$ cat src/rtl/uopc_pkg.sv
package uopc_pkg;
  typedef enum logic [1:0] {
    RES_IDLE = 2'd0,
    RES_HIT  = 2'd1,
    RES_MISS = 2'd2
  } res_kind_e;
endpackage

$ cat src/rtl/uopc_array.sv
module uopc_array #(
  parameter int SETS     = 16,
  parameter int TAG_W    = 12,
  parameter int UOP_W    = 16,
  parameter int LANES    = 4,
  parameter int CNT_W    = 3,
  parameter int L1_OFF_W = 2,
  parameter int ADDR_W   = 16
) (
  input  logic                     clk,
  input  logic                     rst_n,
  input  logic [$clog2(SETS)-1:0]  rd_idx,
  output logic                     rd_valid,
  output logic [TAG_W-1:0]         rd_tag,
  output logic [LANES*UOP_W-1:0]   rd_data,
  output logic [CNT_W-1:0]         rd_cnt,
  input  logic                     wr_en,
  input  logic [$clog2(SETS)-1:0]  wr_idx,
  input  logic [TAG_W-1:0]         wr_tag,
  input  logic [LANES*UOP_W-1:0]   wr_data,
  input  logic [CNT_W-1:0]         wr_cnt,
  input  logic                     inv_en,
  input  logic [ADDR_W-L1_OFF_W-1:0] inv_line
);
  localparam int IDX_W = $clog2(SETS);
  localparam int HI_W  = IDX_W - L1_OFF_W;

  logic [SETS-1:0]          valid_q;
  logic [TAG_W-1:0]         tag_q  [SETS];
  logic [LANES*UOP_W-1:0]   data_q [SETS];
  logic [CNT_W-1:0]         cnt_q  [SETS];
  logic [SETS-1:0]          inv_hit;

  // Each set compares the L1 line address against the tag it holds after
  // this edge's fill, so a fill and an eviction in one cycle stay inclusive.
  for (genvar s = 0; s < SETS; s++) begin : g_inv
    localparam logic [IDX_W-1:0] SIDX = IDX_W'(s);
    logic [TAG_W-1:0] eff_tag;
    assign eff_tag    = (wr_en && wr_idx == SIDX) ? wr_tag : tag_q[s];
    assign inv_hit[s] = inv_en && ({eff_tag, SIDX[IDX_W-1:L1_OFF_W]} == inv_line);
  end

  always_ff @(posedge clk) begin
    if (!rst_n) begin
      valid_q <= '0;
    end else begin
      for (int s = 0; s < SETS; s++) begin
        if (wr_en && wr_idx == IDX_W'(s)) valid_q[s] <= 1'b1;
        if (inv_hit[s])                   valid_q[s] <= 1'b0;
      end
    end
  end

  always_ff @(posedge clk) begin
    if (wr_en) begin
      tag_q[wr_idx]  <= wr_tag;
      data_q[wr_idx] <= wr_data;
      cnt_q[wr_idx]  <= wr_cnt;
    end
  end

  assign rd_valid = valid_q[rd_idx];
  assign rd_tag   = tag_q[rd_idx];
  assign rd_data  = data_q[rd_idx];
  assign rd_cnt   = cnt_q[rd_idx];


  fill_sets_valid_chk: assert property (@(posedge clk) disable iff (!rst_n)
    wr_en && !inv_hit[wr_idx] |=> valid_q[$past(wr_idx)]);

  inv_clears_chk: assert property (@(posedge clk) disable iff (!rst_n)
    inv_en && inv_hit[rd_idx] |=> !valid_q[$past(rd_idx)]);
  localparam int UNUSED_HI = HI_W;
endmodule

$ cat src/rtl/uopc_lookup.sv
module uopc_lookup #(
  parameter int ADDR_W   = 16,
  parameter int IDX_W    = 4,
  parameter int UOP_W    = 16,
  parameter int LANES    = 4,
  parameter int CNT_W    = 3,
  parameter int L1_OFF_W = 2
) (
  input  logic [ADDR_W-1:0]          req_addr,
  input  logic                       rd_valid,
  input  logic [ADDR_W-IDX_W-1:0]    rd_tag,
  input  logic [LANES*UOP_W-1:0]     rd_data,
  input  logic [CNT_W-1:0]           rd_cnt,
  input  logic                       fill_en,
  input  logic [IDX_W-1:0]           fill_idx,
  input  logic                       inv_en,
  input  logic [ADDR_W-L1_OFF_W-1:0] inv_line,
  output logic                       hit,
  output logic [LANES*UOP_W-1:0]     uops
);
  logic tag_eq, fill_clash, inv_clash;

  assign tag_eq     = rd_valid && (rd_tag == req_addr[ADDR_W-1:IDX_W]);
  assign fill_clash = fill_en && (fill_idx == req_addr[IDX_W-1:0]);
  assign inv_clash  = inv_en && (inv_line == req_addr[ADDR_W-1:L1_OFF_W]);
  assign hit        = tag_eq && !fill_clash && !inv_clash;

  // Lanes past the stored count are driven to zero.
  for (genvar l = 0; l < LANES; l++) begin : g_lane
    assign uops[l*UOP_W +: UOP_W] =
      (CNT_W'(l) < rd_cnt) ? rd_data[l*UOP_W +: UOP_W] : '0;
  end
endmodule

$ cat src/rtl/uopc_result.sv
module uopc_result
  import uopc_pkg::*;
#(
  parameter int ADDR_W = 16,
  parameter int DATA_W = 64,
  parameter int CNT_W  = 3
) (
  input  logic              clk,
  input  logic              rst_n,
  input  logic              req_valid,
  output logic              req_ready,
  input  logic [ADDR_W-1:0] req_addr,
  input  logic              lk_hit,
  input  logic [DATA_W-1:0] lk_uops,
  input  logic [CNT_W-1:0]  lk_cnt,
  output logic              out_valid,
  input  logic              out_ready,
  output logic [DATA_W-1:0] out_uops,
  output logic [CNT_W-1:0]  out_count,
  output logic              miss_valid,
  input  logic              miss_ready,
  output logic [ADDR_W-1:0] miss_addr,
  output logic              dec_en
);
  res_kind_e         kind_q;
  logic [ADDR_W-1:0] addr_q;
  logic [DATA_W-1:0] uops_q;
  logic [CNT_W-1:0]  cnt_q;
  logic              retire, accept;

  assign retire    = (kind_q == RES_HIT && out_ready) || (kind_q == RES_MISS && miss_ready);
  assign req_ready = (kind_q == RES_IDLE) || retire;
  assign accept    = req_valid && req_ready;

  always_ff @(posedge clk) begin
    if (!rst_n) begin
      kind_q <= RES_IDLE;
    end else if (accept) begin
      kind_q <= lk_hit ? RES_HIT : RES_MISS;
    end else if (retire) begin
      kind_q <= RES_IDLE;
    end
  end

  always_ff @(posedge clk) begin
    if (accept) begin
      addr_q <= req_addr;
      uops_q <= lk_hit ? lk_uops : '0;
      cnt_q  <= lk_hit ? lk_cnt : '0;
    end
  end

  assign out_valid  = (kind_q == RES_HIT);
  assign miss_valid = (kind_q == RES_MISS);
  assign out_uops   = uops_q;
  assign out_count  = cnt_q;
  assign miss_addr  = addr_q;
  assign dec_en     = (kind_q != RES_HIT);


  one_result_chk: assert property (@(posedge clk) disable iff (!rst_n)
    accept |=> (out_valid ^ miss_valid));

  hit_hold_chk: assert property (@(posedge clk) disable iff (!rst_n)
    out_valid && !out_ready |=> out_valid && $stable(out_uops) && $stable(out_count));

  miss_hold_chk: assert property (@(posedge clk) disable iff (!rst_n)
    miss_valid && !miss_ready |=> miss_valid && $stable(miss_addr));

  gate_low_chk: assert property (@(posedge clk) disable iff (!rst_n)
    out_valid |-> !dec_en);
endmodule

$ cat src/rtl/uop_cache.sv
module uop_cache #(
  parameter int ADDR_W   = 16,
  parameter int SETS     = 16,
  parameter int UOP_W    = 16,
  parameter int LANES    = 4,
  parameter int L1_OFF_W = 2,
  parameter int CNT_W    = $clog2(LANES + 1)
) (
  input  logic                       clk,
  input  logic                       rst_n,
  input  logic                       req_valid,
  output logic                       req_ready,
  input  logic [ADDR_W-1:0]          req_addr,
  output logic                       out_valid,
  input  logic                       out_ready,
  output logic [LANES*UOP_W-1:0]     out_uops,
  output logic [CNT_W-1:0]           out_count,
  output logic                       miss_valid,
  input  logic                       miss_ready,
  output logic [ADDR_W-1:0]          miss_addr,
  input  logic                       fill_valid,
  output logic                       fill_ready,
  input  logic [ADDR_W-1:0]          fill_addr,
  input  logic [LANES*UOP_W-1:0]     fill_uops,
  input  logic [CNT_W-1:0]           fill_count,
  input  logic                       inv_valid,
  input  logic [ADDR_W-L1_OFF_W-1:0] inv_line,
  output logic                       dec_en
);
  localparam int IDX_W  = $clog2(SETS);
  localparam int TAG_W  = ADDR_W - IDX_W;
  localparam int DATA_W = LANES * UOP_W;

  logic              rd_valid, lk_hit;
  logic [TAG_W-1:0]  rd_tag;
  logic [DATA_W-1:0] rd_data, lk_uops;
  logic [CNT_W-1:0]  rd_cnt;

  assign fill_ready = 1'b1;

  uopc_array #(
    .SETS(SETS), .TAG_W(TAG_W), .UOP_W(UOP_W), .LANES(LANES),
    .CNT_W(CNT_W), .L1_OFF_W(L1_OFF_W), .ADDR_W(ADDR_W)
  ) u_array (
    .clk(clk), .rst_n(rst_n),
    .rd_idx(req_addr[IDX_W-1:0]),
    .rd_valid(rd_valid), .rd_tag(rd_tag), .rd_data(rd_data), .rd_cnt(rd_cnt),
    .wr_en(fill_valid), .wr_idx(fill_addr[IDX_W-1:0]),
    .wr_tag(fill_addr[ADDR_W-1:IDX_W]), .wr_data(fill_uops), .wr_cnt(fill_count),
    .inv_en(inv_valid), .inv_line(inv_line)
  );

  uopc_lookup #(
    .ADDR_W(ADDR_W), .IDX_W(IDX_W), .UOP_W(UOP_W), .LANES(LANES),
    .CNT_W(CNT_W), .L1_OFF_W(L1_OFF_W)
  ) u_lookup (
    .req_addr(req_addr), .rd_valid(rd_valid), .rd_tag(rd_tag),
    .rd_data(rd_data), .rd_cnt(rd_cnt),
    .fill_en(fill_valid), .fill_idx(fill_addr[IDX_W-1:0]),
    .inv_en(inv_valid), .inv_line(inv_line),
    .hit(lk_hit), .uops(lk_uops)
  );

  uopc_result #(.ADDR_W(ADDR_W), .DATA_W(DATA_W), .CNT_W(CNT_W)) u_result (
    .clk(clk), .rst_n(rst_n),
    .req_valid(req_valid), .req_ready(req_ready), .req_addr(req_addr),
    .lk_hit(lk_hit), .lk_uops(lk_uops), .lk_cnt(rd_cnt),
    .out_valid(out_valid), .out_ready(out_ready),
    .out_uops(out_uops), .out_count(out_count),
    .miss_valid(miss_valid), .miss_ready(miss_ready), .miss_addr(miss_addr),
    .dec_en(dec_en)
  );


  fill_wins_chk: assert property (@(posedge clk) disable iff (!rst_n)
    req_valid && req_ready && fill_valid &&
    fill_addr[IDX_W-1:0] == req_addr[IDX_W-1:0] |=> miss_valid);

  stall_blocks_req_chk: assert property (@(posedge clk) disable iff (!rst_n)
    (out_valid && !out_ready) || (miss_valid && !miss_ready) |-> !req_ready);
endmodule

$ cat config.mk
export PLATFORM = sky130hd
export DESIGN_NAME = uop_cache
export DESIGN_NICKNAME = d
export VERILOG_FILES = /design/src/rtl/uopc_pkg.sv /design/src/rtl/uopc_array.sv /design/src/rtl/uopc_lookup.sv /design/src/rtl/uopc_result.sv /design/src/rtl/uop_cache.sv
export SDC_FILE = /design/constraint.sdc
export NUM_CORES = 2
export LEC_CHECK = 0
export BUFFER_PORTS_ARGS = -buffer_cell sky130_fd_sc_hd__buf_2
export CAP_MARGIN = 40
export CORE_AREA = 2 2 405 407
export CTS_CLUSTER_SIZE = 25
export DETAILED_ROUTE_END_ITERATION = 10
export DIE_AREA = 0 0 407 409
export HOLD_SLACK_MARGIN = 0.08
export PLACE_DENSITY = 0.6
export SLEW_MARGIN = 20
export SYNTH_ARGS = -nofsm -noshare
export SYNTH_HDL_FRONTEND = slang
export SYNTH_SLANG_ARGS = --single-unit
$ cat constraint.sdc
create_clock -name clk -period 8.3 [get_ports clk]
set_clock_uncertainty 0.1 [all_clocks]
set_input_delay 1.245 -clock clk [delete_from_list [all_inputs] [get_ports clk]]
set_output_delay 1.245 -clock clk [all_outputs]
set_load 0.005 [all_outputs]
# Word-level counts from Yosys, hierarchy flattened
# Memory sizes are Yosys's and may differ from the RTL's.
# Index checks and enable logic that the tools add are counted.
[word_totals]
mem_count = 3
inputBits = 120
wordCells = 159
output_inout_bits = 88
reg_bits = 101
ram_bits = 1264
[op_classes]
order_cmp = 5
n_mux = 23
n_reduce_logical = 67
eq_ne = 37
bitwise = 1
[mem_list]
columns = ["memory", "depth", "word_bits", "rd", "rd_ports_with_merged_regs", "wr", "line_no", "text"]
rows = [
  ["u_array.data_q", 16, 64, 1, 0, 1, "uopc_array.sv:30", "logic [LANES*UOP_W-1:0] data_q [SETS];"],
  ["u_array.tag_q", 16, 12, 17, 0, 1, "uopc_array.sv:29", "logic [TAG_W-1:0] tag_q [SETS];"],
  ["u_array.cnt_q", 16, 3, 1, 0, 1, "uopc_array.sv:31", "logic [CNT_W-1:0] cnt_q [SETS];"],
]
[ops]
columns = ["operator", "count"]
rows = [
  ["14-bit == test", 17],
  ["12-bit 2-to-1 mux", 16],
  ["1-bit logical AND", 40],
  ["4-bit == test, second input constant", 8],
  ["2-bit OR reduction", 16],
  ["4-bit by 3-bit == test with 1-bit output, second input constant", 4],
  ["12-bit == test", 1],
  ["4-bit by 2-bit == test with 1-bit output, second input constant", 2],
  ["2-bit AND reduction", 4],
  ["1-bit by 3-bit < comparator with 1-bit output, first input constant", 2],
  ["2-bit by 3-bit < comparator with 1-bit output, first input constant", 2],
  ["2-bit 2-to-1 mux", 3],
  ["4-bit by 5-bit < comparator with 1-bit output, second input constant", 1],
  ["1-bit binary-select mux with 4-bit select", 1],
  ["4-bit by 1-bit == test with 1-bit output, second input constant", 1],
  ["4-bit == test", 1],
  ["4-bit logical NOT", 1],
  ["1-bit 2-to-1 mux", 3],
  ["2-bit by 1-bit == test with 1-bit output, second input constant", 1],
  ["2-bit == test, second input constant", 1],
  ["1-bit logical NOT", 2],
  ["2-bit logical NOT", 1],
  ["1-bit logical OR", 2],
  ["2-bit by 1-bit != test with 1-bit output, second input constant", 1],
  ["2 further kinds", 2],
]

# Depth between registers and ports, before layout
[logic_depth]
word_depth = 7
depth_mapped = 13
mapped_depth_nobuf = 7

# Hierarchy
# From an unflattened synthesis, not the netlist that was laid out.
[unflattened]
hier_cells = 2745
hier_area_um2 = 56254.0
[by_module_without_submodules]
columns = ["mod", "n_inst", "cells_each", "seq_area_each_um2", "area_each_um2"]
rows = [
  ["uopc_array", 1, 2453, 38276.7, 52356.5],
  ["uopc_result", 1, 175, 2532.4, 3101.7],
  ["uopc_lookup", 1, 115, 0.0, 784.5],
  ["uop_cache", 1, 2, 0.0, 11.3],
]

# Worst setup path after synthesis
# No wires, ideal clock.
[synth_timing]
path_kind = "input to register"
start = "input fill_addr[2]"
end = "register u_array.valid_q[0]"
arrival_ps = 5774
path_buffers = 2
path_stages = 8
slack_ps = 2291
path_cell_list = "or3b_2 -> clkbuf_1 -> nor3_1 -> clkbuf_1 -> mux2i_1 -> xnor2_1 -> nor4_1 -> a21oi_1"
[synth_between]
elab_chain_cells = 6
[synth_rtl]
columns = ["element", "line_no", "text"]
rows = [
  ["start: declaration", "uop_cache.sv:23", "input logic [ADDR_W-1:0] fill_addr,"],
  ["4-bit logical NOT (*)", "uopc_array.sv:39, uopc_array.sv:48", ""],
  ["1-bit logical AND (*)", "uopc_array.sv:39, uopc_array.sv:48", ""],
  ["12-bit 2-to-1 mux", "uopc_array.sv:39", "assign eff_tag = (wr_en && wr_idx == SIDX) ? wr_tag : tag_q[s];"],
  ["14-bit == test", "uopc_array.sv:40", "assign inv_hit[s] = inv_en && ({eff_tag, SIDX[IDX_W-1:L1_OFF_W]} == inv_line);"],
  ["1-bit logical AND", "uopc_array.sv:40", ""],
  ["2-bit OR reduction (no source line)", "--", ""],
  ["end signal: assignment", "uopc_array.sv:45", "valid_q <= '0;"],
  ["end signal: indexed assignment", "uopc_array.sv:48", "if (wr_en && wr_idx == IDX_W'(s)) valid_q[s] <= 1'b1;"],
  ["end signal: indexed assignment", "uopc_array.sv:49", "if (inv_hit[s]) valid_q[s] <= 1'b0;"],
  ["end: declaration", "uopc_array.sv:28", "logic [SETS-1:0] valid_q;"],
]
# Mark *: on every way between the ends. The rest lies on a longest branch, timed or not.
# A chain may end at the register's enable or synchronous reset.

# Worst setup path after layout
[layout_timing]
start = "input req_addr[2]"
end = "register u_result.uops_q[50], in the netlist u_result.out_uops[50], data pin"
[layout_between]
elab_chain_cells = 6
[layout_rtl]
columns = ["element", "line_no", "text"]
rows = [
  ["start: declaration", "uop_cache.sv:13", "input logic [ADDR_W-1:0] req_addr,"],
  ["memory 16 x 12 bit, or another cell as far along", "--", ""],
  ["12-bit == test, or another cell as far along", "uopc_lookup.sv:23", "assign tag_eq = rd_valid && (rd_tag == req_addr[ADDR_W-1:IDX_W]);"],
  ["1-bit logical AND or 1-bit logical NOT (tied branches)", "uopc_lookup.sv:23, uopc_lookup.sv:26", ""],
  ["1-bit logical AND (2 in a row)", "uopc_lookup.sv:26", "assign hit = tag_eq && !fill_clash && !inv_clash;"],
  ["2-bit AND reduction (no source line)", "--", ""],
  ["end signal: assignment", "uopc_result.sv:48", "uops_q <= lk_hit ? lk_uops : '0;"],
  ["end: declaration", "uopc_result.sv:27", "logic [DATA_W-1:0] uops_q;"],
]
# Several ways; a longest one is shown, not always the timed one. The select of a mux whose other input is x is not followed.

==> summary.md <==
| Metric | Value |
|---|---|
| Outcome | completed |
| Placement Rows | 148 |
| Crit Path Max Fanout | 90 |
| Post-Syn Area | 56,500 um2 |
| CP Launch Type | primary input |
| Vias in the first global route | 28,795 |
| Final min period | 5.03 ns |
| Drt pass-1 iters | 5 |
| Worst EP required | 8.66 ns |
| Yosys top cell area share | 0.716 |
| Starting Density | 0.349 |
| Worst r2r src | u_array.tag_q[2][1]$_DFFE_PN_ |
| Post-route cell area | 65,000 um2 |
| Comb power frac | 0.063 |
| Die H | 409 um |
| Sequential fraction of the synthesis area | 0.723 |
| Cells after Synth | 2,668 |
| TritonCTS Sinks | 1,365 |
| Nets | 3,023 |
| Dpl ws | 2.52 ns |
| Clock power share | 0.416 |
| Switching Power | 3.26 mW |
| Inserted Clock Buffers | 139 |
| Worst setup startpoint | req_addr[2] |
| Actual slew at the worst max-slew pin | 1.05 ns |
| Sequential power share | 0.521 |
| Setup CP Type | in2reg |
| Finished Core Util | 0.401 |
| Die area | 166,000 um2 |
| CP endpoint | u_result.out_uops[50]$_SDFFCE_PN0P_ |
| Number of synthesized flops with an enable pin | 1,347 |
| Gr ovfl total | 0 |
| Synthesized area per cell | 21.2 um2 |
| Yosys warning count | 0 |
| CTS max path bufs | 3 |
| Leakage power | 20.2 nW |
| Final worst path period share | 0.607 |
| Largest net degree at the start of global routing | 113 |
| Post_cts resized | 0 |
| Top post-synthesis cells by count | 1,347 x edfxtp_1, 363 x mux4_2, 242 x mux2i_1 |
| Post-Place Cell Area | 60,400 um2 |
| Setup tns final | 0 ns |
| Hold Fails Final Rpt | 0 |
| Post-synthesis async set-or-reset flop share | 0 |
| Reg-to-reg slack, setup | 4.20 ns |
| Pwr dens | 230 nW/um2 |
| Chip width | 407 um |
| Top FF cell, synth | edfxtp_1 |
| Initial detailed-routing violation count | 2,982 |
| Post-synth cell types | 58 |
| Io pins | 208 |
| Vias | 27,980 |
| Post-DP HPWL | 84.1 mm |
| Top-count cell post-synth | edfxtp_1 |
| Slew HR | 0.299 |
| FF-to-FF End | u_result.out_uops[50]$_SDFFCE_PN0P_ |
| Post-CTS Hold Buffers | 0 |
| CP Capture Type | flop |
| Syn nets | 2,788 |
| Initial antenna violation count | 43 |
| RSZ-0062 raised after global routing | false |
| Setup ws final | 3.27 ns |
| Synth area leader | edfxtp_1 |
| Internal | 11.7 mW |
| Seq cells post-synth | 1,365 |
| Root buffer cell | clkbuf_16 |
| IO buf count | 206 |
| HP Class | reg2reg |
| Routed Antenna Nets | 0 |
| Reg clk slew, reported paths | 0.06 ns |
| Routability cong. | 0.843 |
| Peak VDD IR | 0.211 mV |
| Max-cap violations | 0 |
| Htree depth | 4 |
| Pins Over Slew Limit | 0 |
| Fmax | 0.199 GHz |
| Core footprint | 162,000 um2 |
| CTS tree | yes |
| Final hold slack | 0.457 ns |
| Worst Reg-to-Reg Cells | 9 |
| WL per Instance | 29.2 um |
| Post-CTS setup buffers | 0 |
| WL final | 152 mm |
| Worst path arrival time | 5.40 ns |
| Top cells by area, synth | edfxtp_1 72%, mux4_2 14%, mux2i_1 4.3% |
| First-pass GRT wire length | 215 mm |
| Hold path startpoint | u_array.valid_q[12]$_SDFFE_PP0P_ |
| Vias per cell | 5.39 |
| Share of cells above drive strength 1 | 0.296 |
| Net Sw Frac | 0.219 |
| Tot GR Track Use | 0.181 |
| Post-route DRC | 0 |
| Final setup viols | 0 |
| Clock latency on the worst-skew pair | 0.78 ns |
| Layout Area Growth over Synthesis | 15.2% |
==> layout make-up <==
cell class	instances	area [um2]
Tap cell	2175	2720
Inverter	5	18.8
Clock inverter	82	830
Clock buffer	168	3680
Multi-Input combinational cell	1124	15000
Sequential cell	1365	40800
Timing Repair Buffer	268	1960
Fill cell	14251	97000
Antenna cell	7	17.5
==> worst max-delay path, cell delays in order <==
cell and delay, ns:
buf_8 0.61, nor2_1 0.25, a221oi_1 0.37, mux2_2 0.37, o32ai_1 0.64, nand4b_1 0.20, buf_4 0.64, buf_4 0.73
nor4b_1 0.13
==> metrics by stage <==
step	power, mW	std cells
6_report	14.9	5194
5_1_grt	15.4	5191
4_1_cts	15.1	5184
3_5_place_dp	8.87	4934
3_3_place_gp	8.85	4921
2_1_floorplan	8.47	2668
==> cells in the final DEF (no fill, tap or decap), types with 19 or more instances in the layout <==
cell type  instances
nor4_1            19
clkbuf_16        142
buf_2            202
buf_4             34
clkinv_1          30
xor2_1           126
nor4b_1           31
clkinv_2          23
a21oi_1           19
mux2i_1          242
xnor2_1           97
nand4_1           34
mux4_2           363
edfxtp_1        1347
clkbuf_1          23
nor4b_2           23
==> per-layer routing <==
layer / up-vias / global-route usage / part of all wire
met2: 1008 / 0.295 / 0.49
met3: 272 / 0.0364 / 0.063
met5: - / 0 / 0.0012
met4: 30 / 0.0554 / 0.029
li1: 11606 / - / -
met1: 15064 / 0.245 / 0.42
==> worst min-delay path by stage <==
| stage | end | slack [ns] | depth (start not counted) |
|---|---|---|---|
| finish | u_array.valid_q[12]$_SDFFE_PP0P_ | 0.46 | 2 |
| global route | u_array.valid_q[12]$_SDFFE_PP0P_ | 0.47 | 2 |
| CTS | u_array.valid_q[12]$_SDFFE_PP0P_ | 0.45 | 2 |
| detailed placement | u_array.valid_q[5]$_SDFFE_PP0P_ | 0.43 | 2 |
| global placement | u_array.valid_q[0]$_SDFFE_PP0P_ | 0.41 | 2 |
| floorplan | u_result.kind_q[0]$_SDFFE_PN0P_ | 0.38 | 2 |
==> logic make-up (layout without fill, tap and decap cells) <==
group                     after synthesis  count (layout)  share of synthesized area
AOI/OAI and AO/OA                      78              78                    0.00906
xor gates and xnor gates              223             223                     0.0346
buffers and inverters                 179             523                     0.0143
DFF                                  1365            1365                      0.723
muxes                                 615             615                      0.190
other                                   1               8                  0.0000664
and+or+nand+nor                       207             207                     0.0295
==> power by group through the flow <==
stage	combinational [mW]	sequential, mW	clock (mW)
2_1_floorplan	0.559	7.91	0
3_3_place_gp	0.929	7.92	0
3_5_place_dp	0.950	7.92	0
4_1_cts	0.952	7.77	6.33
5_1_grt	1.00	7.78	6.59
6_report	0.942	7.77	6.22
==> flip-flops by register name, summed over array words and instances (netlist names) <==
| register | cells |
|---|---|
| u_array.valid_q | 16 |
| u_result.out_count | 3 |
| u_array.tag_q | 192 |
| u_result.out_uops | 64 |
| u_array.data_q | 1024 |
| u_result.kind_q | 2 |
| u_array.cnt_q | 48 |
| u_result.miss_addr | 16 |
Power figures use the tool's default switching activity.
